==> src/rtl/tc_pkg.sv <==
package tc_pkg;
  localparam int BYTE_W = 8;
  localparam int CNT_W  = 2 * BYTE_W;
  localparam int CTL_W  = 4;
  // per-channel control field positions
  localparam int F_RUN  = 0;
  localparam int F_FLAG = 1;
  localparam int F_MODE = 2;
  localparam int F_IE   = 3;

  // increment with carry out in the top bit
  function automatic logic [CNT_W:0] tc_step(input logic [CNT_W-1:0] v);
    return {1'b0, v} + {{CNT_W{1'b0}}, 1'b1};
  endfunction

  // a count event: previous sample high, present sample low
  function automatic logic tc_fall(input logic prev, input logic now);
    return prev & ~now;
  endfunction
endpackage

==> src/rtl/tc_cycgen.sv <==
module tc_cycgen #(
  parameter int DIV = 12
) (
  input  logic clk,
  input  logic rst_n,
  output logic stb
);
  localparam int DW = $clog2(DIV);
  localparam logic [DW-1:0] LAST = DW'(DIV - 1);

  logic [DW-1:0] div_q;

  always_ff @(posedge clk or negedge rst_n) begin
    if (!rst_n)             div_q <= '0;
    else if (div_q == LAST) div_q <= '0;
    else                    div_q <= div_q + 1'b1;
  end

  assign stb = (div_q == LAST);
endmodule

==> src/rtl/tc_edge.sv <==
module tc_edge #(
  parameter int STAGES = 2
) (
  input  logic clk,
  input  logic rst_n,
  input  logic tick,
  input  logic pin,
  output logic fall
);
  import tc_pkg::*;

  logic [STAGES-1:0] sync_q;
  logic              samp_q;
  logic              now_s;

  always_ff @(posedge clk or negedge rst_n) begin
    if (!rst_n) sync_q <= '0;
    else        sync_q <= {sync_q[STAGES-2:0], pin};
  end

  assign now_s = sync_q[STAGES-1];

  always_ff @(posedge clk or negedge rst_n) begin
    if (!rst_n)    samp_q <= 1'b0;
    else if (tick) samp_q <= now_s;
  end

  assign fall = tick & tc_fall(samp_q, now_s);
endmodule

==> src/rtl/tc_chan.sv <==
module tc_chan (
  input  logic                     clk,
  input  logic                     rst_n,
  input  logic                     tick,
  input  logic                     fall,
  input  logic                     ctl_wr,
  input  logic [tc_pkg::CTL_W-1:0] ctl_in,
  input  logic                     lo_wr,
  input  logic                     hi_wr,
  input  logic [tc_pkg::BYTE_W-1:0] wdata,
  output logic [tc_pkg::CNT_W-1:0] cnt,
  output logic [tc_pkg::CTL_W-1:0] ctl,
  output logic                     inc_ev,
  output logic                     wrap_ev,
  output logic                     irq
);
  import tc_pkg::*;

  logic [CNT_W-1:0] cnt_q;
  logic [CNT_W:0]   nxt;
  logic [CTL_W-1:0] ctl_q;
  logic             flag_d;
  logic             byte_wr;

  assign byte_wr = lo_wr | hi_wr;
  assign nxt     = tc_step(cnt_q);
  assign inc_ev  = ctl_q[F_RUN] & (ctl_q[F_MODE] ? fall : tick) & ~byte_wr;
  assign wrap_ev = inc_ev & nxt[CNT_W];

  always_ff @(posedge clk or negedge rst_n) begin
    if (!rst_n)      cnt_q <= '0;
    else if (lo_wr)  cnt_q[BYTE_W-1:0] <= wdata;
    else if (hi_wr)  cnt_q[CNT_W-1:BYTE_W] <= wdata;
    else if (inc_ev) cnt_q <= nxt[CNT_W-1:0];
  end

  always_ff @(posedge clk or negedge rst_n) begin
    if (!rst_n)       ctl_q <= '0;
    else if (ctl_wr)  ctl_q <= ctl_in;
    else if (wrap_ev) ctl_q[F_FLAG] <= 1'b1;
  end

  always_ff @(posedge clk or negedge rst_n) begin
    if (!rst_n) flag_d <= 1'b0;
    else        flag_d <= ctl_q[F_FLAG];
  end

  assign irq = ctl_q[F_IE] & ctl_q[F_FLAG] & ~flag_d;
  assign cnt = cnt_q;
  assign ctl = ctl_q;
endmodule

==> src/rtl/tc_dual.sv <==
module tc_dual #(
  parameter int N_CH    = 2,
  parameter int CYC_DIV = 12,
  parameter int SYNC_N  = 2,
  parameter int ADDR_W  = 3
) (
  input  logic              clk,
  input  logic              rst_n,
  input  logic [N_CH-1:0]   ext_pin,
  input  logic              wr_en,
  input  logic [ADDR_W-1:0] addr,
  input  logic [7:0]        wr_data,
  output logic [7:0]        rd_data,
  output logic              mcyc_stb,
  output logic [N_CH-1:0]   irq
);
  import tc_pkg::*;

  localparam logic [ADDR_W-1:0] A_CTL = '0;

  logic                        tick;
  logic [N_CH-1:0]             fall;
  logic [N_CH-1:0]             lo_wr, hi_wr;
  logic                        ctl_wr;
  logic [N_CH-1:0][CNT_W-1:0]  cnt;
  logic [N_CH-1:0][CTL_W-1:0]  ctl;
  logic [N_CH-1:0]             inc_ev, wrap_ev;
  logic [N_CH*CTL_W-1:0]       ctl_flat;

  tc_cycgen #(.DIV(CYC_DIV)) u_cyc (.clk(clk), .rst_n(rst_n), .stb(tick));

  assign ctl_wr   = wr_en && (addr == A_CTL);
  assign mcyc_stb = tick;

  for (genvar i = 0; i < N_CH; i++) begin : g_ch
    localparam logic [ADDR_W-1:0] A_LO = ADDR_W'(1 + 2 * i);
    localparam logic [ADDR_W-1:0] A_HI = ADDR_W'(2 + 2 * i);

    assign lo_wr[i] = wr_en && (addr == A_LO);
    assign hi_wr[i] = wr_en && (addr == A_HI);
    assign ctl_flat[i*CTL_W +: CTL_W] = ctl[i];

    tc_edge #(.STAGES(SYNC_N)) u_edge (
      .clk(clk), .rst_n(rst_n), .tick(tick), .pin(ext_pin[i]), .fall(fall[i])
    );

    tc_chan u_chan (
      .clk(clk), .rst_n(rst_n), .tick(tick), .fall(fall[i]),
      .ctl_wr(ctl_wr), .ctl_in(wr_data[i*CTL_W +: CTL_W]),
      .lo_wr(lo_wr[i]), .hi_wr(hi_wr[i]), .wdata(wr_data),
      .cnt(cnt[i]), .ctl(ctl[i]), .inc_ev(inc_ev[i]), .wrap_ev(wrap_ev[i]),
      .irq(irq[i])
    );
  end

  always_comb begin
    rd_data = '0;
    if (addr == A_CTL) rd_data = 8'(ctl_flat);
    for (int i = 0; i < N_CH; i++) begin
      if (addr == ADDR_W'(1 + 2 * i)) rd_data = cnt[i][BYTE_W-1:0];
      if (addr == ADDR_W'(2 + 2 * i)) rd_data = cnt[i][CNT_W-1:BYTE_W];
    end
  end
endmodule

==> config.mk <==
export PLATFORM = sky130hd
export DESIGN_NAME = tc_dual
export DESIGN_NICKNAME = d
export VERILOG_FILES = /design/src/rtl/tc_pkg.sv /design/src/rtl/tc_cycgen.sv /design/src/rtl/tc_edge.sv /design/src/rtl/tc_chan.sv /design/src/rtl/tc_dual.sv
export SDC_FILE = /design/constraint.sdc
export NUM_CORES = 1
export LEC_CHECK = 0
export BUFFER_PORTS_ARGS = -buffer_cell sky130_fd_sc_hd__buf_4
export CORE_ASPECT_RATIO = 0.6
export CORE_UTILIZATION = 30
export DETAILED_ROUTE_END_ITERATION = 10
export SKIP_CTS_REPAIR_TIMING = 1
export SYNTH_ARGS = -nofsm -noshare
export SYNTH_HDL_FRONTEND = slang
export SYNTH_SLANG_ARGS = --single-unit
==> constraint.sdc <==
create_clock -name clk -period 2.6 [get_ports clk]
set_clock_uncertainty 0.2 [all_clocks]
set_input_delay 0.13 -clock clk [delete_from_list [all_inputs] [get_ports clk]]
set_output_delay 0.13 -clock clk [all_outputs]
set_load 0.01 [all_outputs]
== Word-level counts from Yosys, hierarchy flattened ==
Index checks and enable logic that the tools add are counted.
Widths: inputs -> output; s select.

* Word-level logic and storage cells: 85
* Output and inout port bits: 11
* Register bits: 52
* Input port bits: 16

* Add/subtract/negate cells: 3
* Mux-type cells: 20
* Reduce and logical (&&, ||, !) cells: 16
* Equal/unequal tests: 7
* Bitwise operators: 24

{| class="wikitable"
|+ Operators by type and width
! kind !! count
|-
| $mux 8 || 11
|-
| $add 16x1->17 const B || 2
|-
| $mux 16 || 2
|-
| $and 1x1->1 || 14
|-
| $reduce_bool 2->1 || 6
|-
| $not 1->1 || 8
|-
| $reduce_and 2->1 || 4
|-
| $eq 3x2->1 const B || 2
|-
| $mux 1 || 6
|-
| $logic_and 1x1->1 || 5
|-
| $add 4x1->4 const B || 1
|-
| $eq 4x4->1 const B || 1
|-
| $mux 4 || 1
|-
| $ne 2x1->1 const B || 2
|-
| $eq 3x1->1 const B || 1
|-
| $eq 3x3->1 const B || 1
|-
| $logic_not 3->1 || 1
|-
| $or 1x1->1 || 2
|}

== Longest topological paths before layout ==
Gate-level depths: netlist of run 1.

* Depth in word-level cells: 9
* Depth in mapped cells: 7
* Mapped depth without buffers: 6

== Modules after synthesis ==
Synthesis of run 1 repeated with hierarchy kept, for this count alone.

* Cells, all modules: 350
* Area, all modules: 3375.7 µm²

{| class="wikitable"
|+ By module, submodules not included
! module !! cells an instance !! instances !! sequential area each (µm²) !! area an instance (µm²)
|-
| tc_chan (g_ch[1].u_chan) || 133 || 1 || 525.5 || 1297.5
|-
| tc_chan (g_ch[0].u_chan) || 140 || 1 || 525.5 || 1295.0
|-
| tc_dual || 53 || 1 || 0.0 || 409.1
|-
| tc_edge || 5 || 2 || 75.1 || 100.1
|-
| tc_cycgen || 14 || 1 || 100.1 || 173.9
|}

== Worst setup path after synthesis of run 1 ==
OpenSTA, ideal clock, no wires.

* Kind: reg2reg
* Start: reg u_cyc.div_q[0]
* End: reg g_ch[1].u_chan.cnt_q[14]
* Buffers on the path: 0
* Data required time: 2.275 ns
* Cell stages (with the launch flop): 7
* Data arrival time: 1.708 ns
* Library setup time: 0.125 ns
* Setup slack: 0.567 ns
* Clock period less this slack: 2.033 ns
* Path through: dfrtp_1 ha_1 nand4b_2 a2111oi_4 nand4_1 xnor2_1 mux2_2

* Word-level cells in the longest chain between the ends: 7

{| class="wikitable"
|+ RTL lines
! what !! RTL line !! RTL
|-
| start: declaration || tc_cycgen.sv:11 || <nowiki>logic [DW-1:0] div_q;</nowiki>
|-
| start signal: assignment || tc_cycgen.sv:16 || <nowiki>else div_q <= div_q + 1'b1;</nowiki>
|-
| $eq 4x4->1 * || tc_cycgen.sv:19 || <nowiki>assign stb = (div_q == LAST);</nowiki>
|-
| $and 1x1->1 || tc_edge.sv:28 || <nowiki>assign fall = tick & tc_fall(samp_q, now_s);</nowiki>
|-
| $mux 1 * || tc_chan.sv:27 || <nowiki>assign inc_ev = ctl_q[F_RUN] & (ctl_q[F_MODE] ? fall : tick) & ~byte_wr;</nowiki>
|-
| $and 1x1->1 * (2 in series) || tc_chan.sv:27 ||
|-
| $reduce_bool 2->1 (no source line) * || n/a ||
|-
| $reduce_and 2->1 (no source line) * || n/a ||
|-
| end signal: indexed assignment || tc_chan.sv:32 || <nowiki>else if (lo_wr) cnt_q[BYTE_W-1:0] <= wdata;</nowiki>
|-
| end signal: indexed assignment || tc_chan.sv:33 || <nowiki>else if (hi_wr) cnt_q[CNT_W-1:BYTE_W] <= wdata;</nowiki>
|-
| end signal: assignment || tc_chan.sv:34 || <nowiki>else if (inc_ev) cnt_q <= nxt[CNT_W-1:0];</nowiki>
|-
| end: declaration || tc_chan.sv:19 || <nowiki>logic [CNT_W-1:0] cnt_q;</nowiki>
|}

Mark *: on every way between the ends. The rest lies on a longest branch, timed or not.
A chain may end at the register's enable or synchronous reset.

== Final worst setup path of run 1 ==
Same ends and word-level chain as after synthesis.

==> impl_metrics.yaml, run 1 <==
layout:
  layout_commonest_cell: "nand2_1"
  syn2layout_area_growth_pct: 19.65
  instances_no_fill: 486
  final_cell_mix: "nand2_1, dfrtp_1, o21ai_0, buf_4, xor2_1"
  finalNetCount: 369
  diodes: 0
  drive_above_1_share_pct: 18.52
synthesis:
  ys_ff_latch: 52
  synth_edf_count: 0
  synthArstFlopShare_pct: 100.0
  syn_nets: 336
  syn_area_um2: 3050
  ys.flop_type: "dfrtp_1"
  ys_seq_area_share_pct: 42.66
  yosys.cell_types.count: 42
  syn_avg_cell_area_um2: 9.623
  ys_warn_count: 0
  synth_cells: 317
hold_path:
  hold_path_depth: 0
  hp-start: "g_ch[1].u_edge.sync_q[0]"
  hp-class: "reg -> reg"
routing:
  vias: 2561
  initialDrtViolationCount: 162
  final_antenna_net_count: 0
  drt_first_pass_iters: 6
  vias_per_cell: 5.270
  drc: 0
  wl_per_cell_um: 17.26
  wl_mm: 8.386
power_and_ir_drop:
  p_per_area_nw_per_um2: 680.8
  p_leak_nw: 1.433
  peakVddDrop_v: 0.0002642
clocking:
  cts_tree: "yes"
  clock_path_buffers: 2
  insertion_delay_ps: 300
  cts_made_buffers: 5
  clock-sinks: 52
  ctsHtreeMaxLevel: 2
  root_buffer: "clkbuf_16"
  clk_pin_slew_ps: 70
sta:
  drv_slew: 0
  tightestPinTransition_ps: 671.8
  setup_viol: 0
  fin_crit_sh_pct: 85.90
  finalCriticalPeriod_ps: 2233
  relSlewSlack_pct: 55.21
  finalHoldViolCount: 0
  tns_ps: 0
  max_freq_ghz: 0.4477
  rsz0062_at_grt: "false"
setup_path:
  worst-setup-path-type: "reg -> reg"
  arrival_ps: 2220
  critPathCaptureType: "flop"
  r2r-start: "u_cyc.div_q[0]"
  ff2ff_path_depth: 6
  start_kind: "flop"
  startpoint: "u_cyc.div_q[0]"
  worst_ep_required_time_ps: 2590
  crit_fanout: 6
global_routing:
  grt_pass1_wl_mm: 13.75
  grt-busiest-layer: "met1"
  grtUsageMet1_pct: 28.53
  grt_pass1_vias: 2418
  grt.met3_usage_pct: 4.167
  grt.met2_usage_pct: 21.27
  grt_max_degree: 53
  grt-ovfl-total: 0
  antenna_found_initial: 0
  track_usage_pct: 17.62
floorplan:
  die_area_um2: 10590
  fp.dieW_um: 132.2
  fp-row-count: 28
  start_util_pct: 30.88
  core_region_area_um2: 9879
  die_height_um: 80.11
  num_io_pins: 27
placed_design:
  dpl.cell_count: 467
  dp_hpwl_mm: 6.196
  io_buffers: 26
  routabilityCongestion: 0.8944
run:
  cap_violations: 0
run_status:
  status: "finished clean"
## synthesized netlist by cell type (all sizes together), types with 3 or more instances
library cell,number,area [um2]
mux2i,3,30.03
nand4,21,131.4
nor2,11,41.29
mux2,8,90.09
nor4,4,25.02
clkbuf,9,33.78
nand2,60,225.2
dfrtp,52,1301
nand4b,3,32.53
ha,3,37.54
nor3,3,15.01
buf,7,52.54
and3,5,31.28
mux4,8,180.2
xor2,22,192.7
nand2b,3,18.77
inv,15,56.30
nand3,10,50.05
xnor2,9,78.83
o21ai,41,205.2
## power breakdown
part           switching [W]  internal (W)  total (W)
Combinational       0.000242      0.000266   0.000508
Clock               0.000314      0.000453   0.000767
Sequential          0.000245      0.000965    0.00121
Total               0.000801       0.00168    0.00248
## per-stage QoR
step / worst slack [ps] / util (%) / total power [W] / hold slack [ps] / cell area (um2)
after floorplan: 566.9 / - / 0.001471 / -365.6 / 3050
after global placement: 463.1 / 34.13 / 0.001698 / 25.33 / 3372
after detailed placement: 361.4 / 34.13 / 0.001710 / 22.71 / 3372
after CTS: 357.0 / 35.83 / 0.002483 / -297.7 / 3540
after global routing: 230.8 / 36.94 / 0.002636 / 167.3 / 3650
final: 366.5 / 36.94 / 0.002485 / 151.1 / 3650
## cell families (layout without fill, tap and decap cells)
logic type	after synthesis	in the layout	share of synthesized area [%]
buf+inv	31	65	4.675
compound gates	48	48	9.844
flops	52	52	42.66
mux	19	19	9.844
fa+ha+maj	3	3	1.231
simple gates	133	133	22.85
xor+xnor	31	31	8.901
## sequential cells by signal, indices dropped and copies added (netlist names)
signal,count
g_ch.u_chan.cnt,32
g_ch.u_edge.samp_q,2
g_ch.u_chan.flag_d,2
g_ch.u_chan.ctl,8
g_ch.u_edge.sync_q,4
u_cyc.div_q,4
## path summary, 6_finish.rpt
kind / end / slack, ps
worst max-delay path: g_ch[1].u_chan.cnt[14] / 370
worst min-delay path: g_ch[1].u_edge.sync_q[1] / 150
worst max register to register: g_ch[1].u_chan.cnt[14] / 370
worst min register to register: g_ch[1].u_edge.sync_q[1] / 150
max in group asynchronous: g_ch[1].u_chan.cnt[6] / 1540
min in group asynchronous: g_ch[0].u_chan.cnt[15] / 210
## worst max-delay path, stage by stage, from the launching register on
cell	delay, ps
dfrtp_1	380
ha_1	260
nand4b_2	230
a2111oi_4	480
nand4_1	170
xnor2_1	150
mux2_2	250
## metal layers
metal,up-vias,routed length (um)
met3,11,669
met5,-,43
met2,102,2928
met4,2,129
li1,1181,-
met1,1265,4614
## layout make-up
type                    count  area, um2
repair buffers             42      342.8
clock inverters             3      42.54
clock buffers               5      125.1
inverters                  15      56.30
fillers                  1020       6230
well taps                 135      168.9
flip-flops and latches     52       1301
multi-input cells         234       1613
Note: power is estimated with default switching activity, not from simulation.
==> run 2, diff against run 1 <==
- RECOVER_POWER: default -> 50
==> impl_metrics.yaml, run 2 (same netlist as run 1, synthesis figures left out) <==
run_status:
  status: "finished clean"
clocking:
  cts_tree: "yes"
  clk_pin_slew_ps: 70
  cts_made_buffers: 5
  insertion_delay_ps: 300
  root_buffer: "clkbuf_16"
  ctsHtreeMaxLevel: 2
  clock_path_buffers: 2
  clock-sinks: 52
sta:
  drv_slew: 0
  rsz0062_at_grt: "false"
  setup_viol: 0
  finalCriticalPeriod_ps: 2238
  tightestPinTransition_ps: 1315
  tns_ps: 0
  whs_ps: 151.7
  max_freq_ghz: 0.4468
  fin_crit_sh_pct: 86.09
  finalHoldViolCount: 0
  relSlewSlack_pct: 12.37
setup_path:
  start_kind: "flop"
  critPathCaptureType: "flop"
  path_cells: "ha_1 -> nand4b_2 -> a2111oi_4 -> nand4_1 -> xnor2_1 -> mux2_2"
  cpMaxStageDelayCell: "a2111oi_4"
  arrival_ps: 2230
  cpPeakStageDelay_ps: 490
  worst_ep_required_time_ps: 2590
  crit_fanout: 6
  path_buf_inv: 0
  cp_top_family: "compound AO/OA/AOI/OAI gates"
  worst-setup-path-type: "reg -> reg"
routing:
  drc: 0
  wl_mm: 8.373
  initialDrtViolationCount: 194
  drt_first_pass_iters: 4
  wl_per_cell_um: 17.23
  vias: 2509
  vias_per_cell: 5.163
  final_antenna_net_count: 0
power_and_ir_drop:
  p_total_w: 0.002478
  peakVddDrop_v: 0.0002641
  p_per_area_nw_per_um2: 681.9
  clockPowerShare_pct: 30.9
  swShare_pct: 32.13
  switching_power_w: 0.0007960
  p_seq_share_pct: 48.8
  p_leak_nw: 1.423
  pwr-share-comb_pct: 20.3
  p_int_w: 0.001682
layout:
  final_cell_mix: "nand2_1, dfrtp_1, o21ai_0, buf_4, xor2_1"
  nFillCells: 1022
  diodes: 0
  instances_no_fill: 486
  drive_above_1_share_pct: 17.66
  layout_commonest_cell: "nand2_1"
  largest_register_ffs: 32
  finalNetCount: 369
  syn2layout_area_growth_pct: 19.11
  final_cell_area_um2: 3633
floorplan:
  die_area_um2: 10590
  start_util_pct: 30.88
  core_region_area_um2: 9879
  num_io_pins: 27
  fp.dieW_um: 132.2
  fp-row-count: 28
  die_height_um: 80.11
hold_path:
  hp-class: "reg -> reg"
global_routing:
  grt_max_degree: 53
  grt-ovfl-total: 0
  track_usage_pct: 17.62
  antenna_found_initial: 0
  grt_pass1_wl_mm: 13.75
  grt_pass1_vias: 2418
placed_design:
  routabilityCongestion: 0.8944
  io_buffers: 26
  dp_hpwl_mm: 6.196
  dpl.cell_count: 467
  post_dp_cell_area_um2: 3372
run:
  cap_violations: 0
-- run 2: cell types whose count changed in the layout (fill, tap and decap cells not counted), sizes merged --
cell / previous run / this run
clkbuf: 5 / 10
buf: 31 / 26
-- run 2: final timing paths --
path / startpoint / end / slack [ps] / depth (start not counted)
setup / recovery: u_cyc.div_q[0] / g_ch[1].u_chan.cnt[14] / 360 / 6
hold / removal: g_ch[1].u_edge.sync_q[0] / g_ch[1].u_edge.sync_q[1] / 150 / 0
setup reg to reg: u_cyc.div_q[0] / g_ch[1].u_chan.cnt[14] / 360 / 6
hold reg to reg: g_ch[1].u_edge.sync_q[0] / g_ch[1].u_edge.sync_q[1] / 150 / 0
max in group asynchronous: rst_n / g_ch[1].u_chan.cnt[9] / 950 / 2
min in group asynchronous: rst_n / g_ch[0].u_chan.cnt[15] / 460 / 2
-- run 2: layer usage --
metal	part of all wire (%)	wire (um)	up-vias	global-route usage, %
li1	-	-	1188	-
met1	53	4402	1212	28.53
met2	35	2900	96	21.27
met3	11	896	11	4.167
met4	1.5	129	2	5.632
met5	0.51	43	-	3.535
-- run 2: power groups by stage --
| stage | clock, W | sequential [W] | combinational [W] |
|---|---|---|---|
| 2_1_floorplan | 0 | 0.00112 | 0.000352 |
| 3_3_place_gp | 0 | 0.00121 | 0.000485 |
| 3_5_place_dp | 0 | 0.00121 | 0.000496 |
| 4_1_cts | 0.000784 | 0.00120 | 0.000499 |
| 5_1_grt | 0.000834 | 0.00123 | 0.000568 |
| 6_report | 0.000765 | 0.00121 | 0.000504 |
-- run 2: worst register-to-register path, delay by kind of cell (launching register included) --
family                     cells  cell delay, ps
AOI/OAI and AO/OA              1             490
and+or+nand+nor                2             400
DFF                            1             370
adders and majority gates      1             260
muxes                          1             260
xor gates and xnor gates       1             150
-- run 2: layout make-up --
cell class,count,area (um2),share of cell area [%]
inverter,15,56.30,1.550
clock inverter,3,42.54,1.171
sequential,52,1301,35.81
multi-input combinational,234,1607,44.21
timing repair buffer,42,332.8,9.160
clock buffer,5,125.1,3.444
tap,135,168.9,4.649
-- run 2: per-stage QoR --
step           util (%)  setup WS, ps
2_1_floorplan         -         566.9
3_3_place_gp      34.13         463.1
3_5_place_dp      34.13         361.4
4_1_cts           35.83         357.0
5_1_grt           36.78         200.9
6_report          36.78         361.7
